--- src/rtl/uart_regif_pkg.sv ---
package uart_regif_pkg;

  localparam int unsigned ADDR_W = 5;
  localparam int unsigned DATA_W = 32;

  localparam logic [ADDR_W-1:0] OFF_TXDATA = 5'h00;
  localparam logic [ADDR_W-1:0] OFF_RXDATA = 5'h04;
  localparam logic [ADDR_W-1:0] OFF_TXCTL  = 5'h08;
  localparam logic [ADDR_W-1:0] OFF_RXCTL  = 5'h0C;
  localparam logic [ADDR_W-1:0] OFF_IEN    = 5'h10;
  localparam logic [ADDR_W-1:0] OFF_PEND   = 5'h14;
  localparam logic [ADDR_W-1:0] OFF_DIV    = 5'h18;

  localparam int unsigned IRQ_TX_BIT = 0;
  localparam int unsigned IRQ_RX_BIT = 1;

  localparam logic [DATA_W-1:0] RX_EMPTY_WORD = 32'h8000_0000;

  typedef enum logic [2:0] {
    SEL_TXDATA,
    SEL_RXDATA,
    SEL_TXCTL,
    SEL_RXCTL,
    SEL_IEN,
    SEL_PEND,
    SEL_DIV,
    SEL_NONE
  } reg_sel_e;

  function automatic reg_sel_e decode_off(input logic [ADDR_W-1:0] a);
    reg_sel_e s;
    case (a)
      OFF_TXDATA: s = SEL_TXDATA;
      OFF_RXDATA: s = SEL_RXDATA;
      OFF_TXCTL:  s = SEL_TXCTL;
      OFF_RXCTL:  s = SEL_RXCTL;
      OFF_IEN:    s = SEL_IEN;
      OFF_PEND:   s = SEL_PEND;
      OFF_DIV:    s = SEL_DIV;
      default:    s = SEL_NONE;
    endcase
    return s;
  endfunction

endpackage

--- src/rtl/uart_regif_rxq.sv ---
module uart_regif_rxq #(
  parameter int unsigned DEPTH = 8,
  parameter int unsigned DW    = 8,
  localparam int unsigned PW   = (DEPTH > 1) ? $clog2(DEPTH) : 1,
  localparam int unsigned CW   = $clog2(DEPTH + 1)
) (
  input  logic          clk,
  input  logic          rst_n,
  input  logic          push,
  input  logic [DW-1:0] push_data,
  input  logic          pop,
  output logic [DW-1:0] head,
  output logic [CW-1:0] count,
  output logic          full,
  output logic          empty
);

  localparam logic [PW-1:0] LAST = PW'(DEPTH - 1);
  localparam logic [CW-1:0] CAP  = CW'(DEPTH);

  logic [DW-1:0] mem [DEPTH];
  logic [PW-1:0] wptr, rptr;

  function automatic logic [PW-1:0] bump(input logic [PW-1:0] p);
    return (p == LAST) ? '0 : p + PW'(1);
  endfunction

  always_ff @(posedge clk) begin
    if (push) mem[wptr] <= push_data;
  end

  always_ff @(posedge clk) begin
    if (!rst_n) begin
      wptr  <= '0;
      rptr  <= '0;
      count <= '0;
    end else begin
      if (push) wptr <= bump(wptr);
      if (pop)  rptr <= bump(rptr);
      case ({push, pop})
        2'b10:   count <= count + CW'(1);
        2'b01:   count <= count - CW'(1);
        default: count <= count;
      endcase
    end
  end

  assign head  = mem[rptr];
  assign full  = (count == CAP);
  assign empty = (count == '0);

  p_no_overflow_r5: assert property (@(posedge clk) disable iff (!rst_n)
    push |-> !full);
  p_no_underflow_r3: assert property (@(posedge clk) disable iff (!rst_n)
    pop |-> !empty);
  p_count_bound_r5: assert property (@(posedge clk) disable iff (!rst_n)
    count <= CAP);
  p_pushpop_count_r6: assert property (@(posedge clk) disable iff (!rst_n)
    (push && pop) |=> $stable(count));

endmodule

--- src/rtl/uart_regif_txhold.sv ---
module uart_regif_txhold #(
  parameter int unsigned DW = 8
) (
  input  logic          clk,
  input  logic          rst_n,
  input  logic          load,
  input  logic [DW-1:0] load_data,
  output logic          tx_valid,
  output logic [DW-1:0] tx_data,
  input  logic          tx_ready
);

  logic free;
  assign free = !tx_valid || tx_ready;

  always_ff @(posedge clk) begin
    if (!rst_n) begin
      tx_valid <= 1'b0;
      tx_data  <= '0;
    end else if (load && free) begin
      tx_valid <= 1'b1;
      tx_data  <= load_data;
    end else if (tx_valid && tx_ready) begin
      tx_valid <= 1'b0;
    end
  end

  p_hold_stable_r7: assert property (@(posedge clk) disable iff (!rst_n)
    (tx_valid && !tx_ready) |=> (tx_valid && $stable(tx_data)));
  p_load_shows_r7: assert property (@(posedge clk) disable iff (!rst_n)
    (load && !tx_valid) |=> (tx_valid && tx_data == $past(load_data)));

endmodule

--- src/rtl/uart_regif_csr.sv ---
module uart_regif_csr
  import uart_regif_pkg::*;
#(
  parameter int unsigned CW      = 4,
  parameter int unsigned CNT_LSB = 16,
  parameter int unsigned CNT_W   = 3
) (
  input  logic              clk,
  input  logic              rst_n,
  input  logic [ADDR_W-1:0] bus_addr,
  input  logic              bus_rd,
  input  logic              bus_wr,
  input  logic [DATA_W-1:0] bus_wdata,
  output logic [DATA_W-1:0] bus_rdata,
  output logic              bus_err,
  input  logic [7:0]        q_head,
  input  logic [CW-1:0]     q_count,
  input  logic              q_empty,
  output logic              q_pop,
  output logic              tx_load,
  output logic [7:0]        tx_byte,
  output logic [1:0]        irq_en
);

  reg_sel_e          sel;
  logic [DATA_W-1:0] ien_q, txctl_q, rxctl_q, div_q;
  logic [DATA_W-1:0] pend, rd_mux;
  logic              wm_tx, wm_rx;

  assign sel = decode_off(bus_addr);

  always_ff @(posedge clk) begin
    if (!rst_n) begin
      ien_q   <= '0;
      txctl_q <= '0;
      rxctl_q <= '0;
      div_q   <= '0;
    end else if (bus_wr) begin
      case (sel)
        SEL_IEN:   ien_q   <= bus_wdata;
        SEL_TXCTL: txctl_q <= bus_wdata;
        SEL_RXCTL: rxctl_q <= bus_wdata;
        SEL_DIV:   div_q   <= bus_wdata;
        default:   ;
      endcase
    end
  end

  assign wm_tx = |txctl_q[CNT_LSB +: CNT_W];
  assign wm_rx = 32'(q_count) > 32'(rxctl_q[CNT_LSB +: CNT_W]);

  always_comb begin
    pend = '0;
    pend[IRQ_TX_BIT] = wm_tx;
    pend[IRQ_RX_BIT] = wm_rx;
  end

  always_comb begin
    case (sel)
      SEL_RXDATA: rd_mux = q_empty ? RX_EMPTY_WORD : {24'h0, q_head};
      SEL_TXCTL:  rd_mux = txctl_q;
      SEL_RXCTL:  rd_mux = rxctl_q;
      SEL_IEN:    rd_mux = ien_q;
      SEL_PEND:   rd_mux = pend;
      SEL_DIV:    rd_mux = div_q;
      default:    rd_mux = '0;
    endcase
  end

  always_ff @(posedge clk) begin
    if (!rst_n) begin
      bus_rdata <= '0;
      bus_err   <= 1'b0;
    end else begin
      bus_rdata <= bus_rd ? rd_mux : '0;
      bus_err   <= (bus_rd || bus_wr) && (sel == SEL_NONE);
    end
  end

  assign q_pop   = bus_rd && (sel == SEL_RXDATA) && !q_empty;
  assign tx_load = bus_wr && (sel == SEL_TXDATA);
  assign tx_byte = bus_wdata[7:0];
  assign irq_en  = {ien_q[IRQ_RX_BIT], ien_q[IRQ_TX_BIT]};

  p_err_cause_r11: assert property (@(posedge clk) disable iff (!rst_n)
    bus_err |-> ($past(bus_rd || bus_wr) && bus_rdata == '0));
  p_idle_zero_r2: assert property (@(posedge clk) disable iff (!rst_n)
    !bus_rd |=> bus_rdata == '0);

endmodule

--- src/rtl/uart_regif.sv ---
module uart_regif
  import uart_regif_pkg::*;
#(
  parameter int unsigned DEPTH   = 8,
  parameter int unsigned CNT_LSB = 16,
  parameter int unsigned CNT_W   = 3,
  localparam int unsigned CW     = $clog2(DEPTH + 1)
) (
  input  logic              clk,
  input  logic              rst_n,
  input  logic [ADDR_W-1:0] bus_addr,
  input  logic              bus_rd,
  input  logic              bus_wr,
  input  logic [DATA_W-1:0] bus_wdata,
  output logic [DATA_W-1:0] bus_rdata,
  output logic              bus_err,
  input  logic              rx_valid,
  input  logic [7:0]        rx_data,
  output logic              rx_ready,
  output logic              tx_valid,
  output logic [7:0]        tx_data,
  input  logic              tx_ready,
  output logic              irq
);

  logic [7:0]    q_head;
  logic [CW-1:0] q_count;
  logic          q_full, q_empty, q_pop, q_push;
  logic          tx_load;
  logic [7:0]    tx_byte;
  logic [1:0]    irq_en;

  assign rx_ready = !q_full;
  assign q_push   = rx_valid && rx_ready;

  uart_regif_rxq #(.DEPTH(DEPTH), .DW(8)) u_rxq (
    .clk(clk), .rst_n(rst_n),
    .push(q_push), .push_data(rx_data), .pop(q_pop),
    .head(q_head), .count(q_count), .full(q_full), .empty(q_empty)
  );

  uart_regif_csr #(.CW(CW), .CNT_LSB(CNT_LSB), .CNT_W(CNT_W)) u_csr (
    .clk(clk), .rst_n(rst_n),
    .bus_addr(bus_addr), .bus_rd(bus_rd), .bus_wr(bus_wr),
    .bus_wdata(bus_wdata), .bus_rdata(bus_rdata), .bus_err(bus_err),
    .q_head(q_head), .q_count(q_count), .q_empty(q_empty), .q_pop(q_pop),
    .tx_load(tx_load), .tx_byte(tx_byte), .irq_en(irq_en)
  );

  uart_regif_txhold #(.DW(8)) u_tx (
    .clk(clk), .rst_n(rst_n),
    .load(tx_load), .load_data(tx_byte),
    .tx_valid(tx_valid), .tx_data(tx_data), .tx_ready(tx_ready)
  );

  assign irq = irq_en[0] | (irq_en[1] & !q_empty);

  p_empty_flag_r4: assert property (@(posedge clk) disable iff (!rst_n)
    (bus_rd && bus_addr == OFF_RXDATA && q_empty) |=> bus_rdata == RX_EMPTY_WORD);
  p_full_drop_r5: assert property (@(posedge clk) disable iff (!rst_n)
    (q_full && rx_valid && !q_pop) |=> q_full);
  p_irq_rx_r10: assert property (@(posedge clk) disable iff (!rst_n)
    (irq_en[1] && q_push) |=> irq);

endmodule

--- config.mk ---
export PLATFORM = sky130hd
export DESIGN_NAME = uart_regif
export DESIGN_NICKNAME = d
export VERILOG_FILES = /design/src/rtl/uart_regif_pkg.sv /design/src/rtl/uart_regif_rxq.sv /design/src/rtl/uart_regif_txhold.sv /design/src/rtl/uart_regif_csr.sv /design/src/rtl/uart_regif.sv
export SDC_FILE = /design/constraint.sdc
export NUM_CORES = 1
export LEC_CHECK = 0
export ABC_AREA = 1
export BUFFER_PORTS_ARGS = -buffer_cell sky130_fd_sc_hd__buf_4
export CORE_AREA = 2 2 124 187
export CTS_BUF_LIST = sky130_fd_sc_hd__clkbuf_16
export CTS_CLUSTER_DIAMETER = 80
export DETAILED_ROUTE_END_ITERATION = 8
export DIE_AREA = 0 0 126 189
export PLACE_DENSITY = 0.65
export SLEW_MARGIN = 20
export SYNTH_ARGS = -nofsm -noshare
export SYNTH_HDL_FRONTEND = slang
export SYNTH_SLANG_ARGS = --single-unit
--- constraint.sdc ---
create_clock -name clk -period 2.6 [get_ports clk]
set_input_delay 0.52 -clock clk [delete_from_list [all_inputs] [get_ports clk]]
set_output_delay 0.52 -clock clk [all_outputs]
set_load 0.05 [all_outputs]
==> impl_metrics.yaml <==
final_layout:
  syn2layout_area_growth_pct: 17.9
  nFillCells: 2176
  layout-drive-gt1-share_pct: 14.3
  antenna_cells: 0
  final_net_count: 1328
  post-route-cell-area_um2: 11600
setup_path:
  type_of_element_capturing_the_critical_path: "register"
  crit-reg2reg-launch: "u_rxq.count[3]"
  cp_data_required_time_ns: 3.00
  timing.critical_path.slowest_stage_cell: "sky130_fd_sc_hd__dfxtp_1"
  critPathLaunchType: "register"
  regToRegSetupSlack_ns: 0.32
  critPathMaxStageDelay_ns: 0.41
  critPathArrivalTime_ns: 2.68
  critical-path-top-cell-by-count: "sky130_fd_sc_hd__inv_1"
  r2r.worst_path.cells: 15
  worst_reg2reg_endpoint: "u_rxq.count[2]"
  critPathMaxFanout: 5
  critical_path_cell_list: "inv_1, nand3_1, inv_1, nor2_4, nand2_2, inv_2, ha_1, nand2_1, inv_1, nor2_1, ha_1, a21oi_1, xnor2_1, o21ai_0, inv_1"
  timing_worst_setup_path_type: "register to register"
  worst_setup_path_startpoint: "u_rxq.count[3]"
min_path:
  min_from: "rx_data[5]"
  worstHoldPathType: "primary input to register"
  timing.hold.worst_path_depth: 1
  hold_end: "u_rxq.mem[1][5]"
timing:
  timing.final.hold_violations: 0
  final-setup-viol-count: 0
  final-max-slew-violation-count: 0
  totalNegativeSetupSlack_ns: 0
  skew_ns: 0.0157
  max_freq_mhz: 439
  finalHoldWorstSlack_ns: 0.244
  fin_crit_ns: 2.28
  worst-slew-pin-transition_ns: 0.903
  timing.final.crit_share_pct: 87.5
  worst_slew_margin_relative_to_its_limit_pct: 39.7
  grt_setup_unrepaired: "no"
global_route:
  grt_remaining_overflow: 0
  globalRouteMet1Util_pct: 25.2
  grtUsageMet2_pct: 36.5
  antenna_found_initial: 0
  grt_start_max_net_pins: 79
  grt_pass1_wl_um: 39400
  grt_busiest_layer: "met2"
  vias_in_the_first_global_route: 7506
  gr-usage-met3_pct: 3.00
  groute.usage.overall_pct: 20.5
floorplan:
  io_pins: 95
  floorplan.die_area_um2: 23800
  chip_height_um: 189
  placeableCoreArea_um2: 22100
  die_w_um: 126
  starting_density_of_the_core_pct: 44.5
  core.rowCount: 67
route:
  ant_nets: 0
  wl_um: 24900
  dr.first_iter.drc_count: 464
  drt_drc_violations_left: 0
  vias: 7994
  wire_per_inst_um: 15.9
  detail_route.vias_per_cell: 5.12
  drt_first_pass_iters: 6
power_and_ir_drop:
  switchingPower_mw: 1.75
  totalPowerFinal_mw: 7.90
  combinational_power_share_pct: 5.3
  ir_drop_mv: 0.471
  power_report.internal_total_mw: 6.15
  seqPwrFrac_pct: 51.0
  power-per-cell-area_nw_per_um2: 680
  power.share.switching_pct: 22.2
  power.static_leakage_nw: 4.40
  p_clk_share_pct: 43.7
place:
  placement.cell_area_um2: 10800
  place.gp.congestion: 0.879
  hpwlAfterDp_um: 16100
  numPortBuffers: 94
cts:
  cts.hold.buffers_added: 0
  clock_tree_from_tritoncts: "built"
  post_cts_sizing_count: 0
  cts_inserted_buffers: 24
  worstSkewPairLatency_ns: 0.52
  cts_root_buf: "sky130_fd_sc_hd__clkbuf_16"
  max-clock-path-buffers: 3
  cts.reportedPaths.clkPinSlew_ns: 0.07
  cts_htree_levels: 1
  cts_sinks: 247
  post_cts_setup_repair_bufs: 0
yosys:
  synth_top_cell_by_area: "sky130_fd_sc_hd__dfxtp_1"
  synthAdderAreaFrac_pct: 1.27
  synth.ff_latch_count: 247
  ys_async_sr_fraction_pct: 0
  synth_compound_gate_area_share_pct: 15.2
  synth-simple-area-share_pct: 20.3
  synthFlopType: "sky130_fd_sc_hd__dfxtp_1"
  postSynthCellCount: 1186
  post_synth_instance_area_um2: 9840
  synth.most_common_cell: "sky130_fd_sc_hd__nor2_1"
  post_synth_xor_area_fraction_pct: 0.178
  synth.distinct_cells: 33
  synthesis.nets: 1247
  synth.top_cells.by_count: "sky130_fd_sc_hd__nor2_1 (268), sky130_fd_sc_hd__dfxtp_1 (183), sky130_fd_sc_hd__nand2_1 (147)"
  synth.area.top_cells: "sky130_fd_sc_hd__dfxtp_1 (37%), sky130_fd_sc_hd__edfxtp_1 (20%), sky130_fd_sc_hd__nor2_1 (10%)"
  ys.warnings.count: 0
  synth-edff-count: 64
  netlist.area_leader.share_pct: 37.2
  post_synth_mux_area_share_pct: 0
  synth.yosys.seq_area_share_pct: 56.7
  syn_area_per_cell_um2: 8.30
  synth_top_family_by_area: "simple AND/OR/NAND/NOR gates"
status:
  result_of_the_run: "finished, final reports clean"
run:
  max_capacitance_violation_total: 0
-- sequential cells by signal, indices dropped and copies added (netlist names), named ones only --
name / flops
u_tx.tx_valid: 1
u_csr.rxctl_q: 32
u_rxq.rptr: 3
u_rxq.count: 4
u_csr.bus_rdata: 32
u_rxq.wptr: 3
u_tx.tx_data: 8
u_csr.bus_err: 1
u_csr.div_q: 32
u_csr.txctl_q: 32
u_rxq.mem: 64
u_csr.ien_q: 32
-- worst max-delay path by stage --
stage,endpoint,slack (ns),cells after the start
finish,u_rxq.count[2],0.32,15
global route,u_rxq.count[2],0.09,15
CTS,u_rxq.count[2],0.36,15
detailed placement,u_rxq.count[2],0.08,15
global placement,u_rxq.count[2],0.19,15
floorplan,u_rxq.count[2],0.26,12
-- routing by layer --
layer | wire, um | share of wire [%] | vias up
met2 | 12700 | 51 | 203
met3 | 1160 | 4.7 | 55
li1 | - | - | 4047
met1 | 10200 | 41 | 3689
met5 | 0 | 0 | -
met4 | 773 | 3.1 | 0
-- layout make-up --
| cell class | instances | area (um^2) | area share, % |
|---|---|---|---|
| tap | 276 | 345 | 2.97 |
| clock inverter | 17 | 131 | 1.13 |
| inverter | 79 | 299 | 2.58 |
| multi-input combinational | 792 | 3640 | 31.3 |
| timing repair buffer | 123 | 961 | 8.28 |
| sequential | 247 | 5590 | 48.1 |
| clock buffer | 26 | 651 | 5.60 |
-- stage by stage --
step	utilization (%)	std cells	setup WS, ns
floorplan	-	1186	0.261
global placement	48.9	1517	0.194
detailed placement	48.9	1517	0.0825
CTS	52.5	1560	0.362
global route	52.5	1560	0.0912
finish	52.5	1560	0.325
-- critical path, delay by kind of cell (launching register included) --
family / cells / cell delay (ns)
adders and majority gates: 2 / 0.45
AOI/OAI and AO/OA: 2 / 0.32
DFF: 1 / 0.41
buffers and inverters: 5 / 0.41
and+or+nand+nor: 5 / 0.49
xor gates and xnor gates: 1 / 0.10
-- power groups by stage --
stage	logic [mW]	clock network (mW)	registers [mW]
3_3_place_gp	0.414	0	4.11
6_report	0.418	3.45	4.03
3_5_place_dp	0.420	0	4.12
2_1_floorplan	0.222	0	4.12
4_1_cts	0.422	3.50	4.03
5_1_grt	0.470	3.66	4.03
-- kinds of logic (layout without fill, tap and decap cells) --
logic type,Yosys count,after routing
and+or+nand+nor,485,485
AOI/OAI and AO/OA,295,295
DFF,247,247
buffers and inverters,147,245
adders and majority gates,10,10
xor gates and xnor gates,2,2
-- placed cells by master, fill, tap and decap left out, types with 6 or more instances in the layout --
master / instances
sky130_fd_sc_hd__ha_1: 10
sky130_fd_sc_hd__nand3_1: 51
sky130_fd_sc_hd__clkinv_2: 6
sky130_fd_sc_hd__o21ai_1: 54
sky130_fd_sc_hd__dfxtp_1: 183
sky130_fd_sc_hd__buf_4: 120
sky130_fd_sc_hd__o211ai_1: 7
sky130_fd_sc_hd__inv_1: 76
sky130_fd_sc_hd__o21ai_0: 146
sky130_fd_sc_hd__a21oi_1: 86
sky130_fd_sc_hd__nand2_2: 6
sky130_fd_sc_hd__edfxtp_1: 64
sky130_fd_sc_hd__nor2_1: 268
sky130_fd_sc_hd__nand2_1: 146
sky130_fd_sc_hd__inv_2: 7
sky130_fd_sc_hd__clkbuf_16: 26
Note: power is estimated with default switching activity, not from simulation.
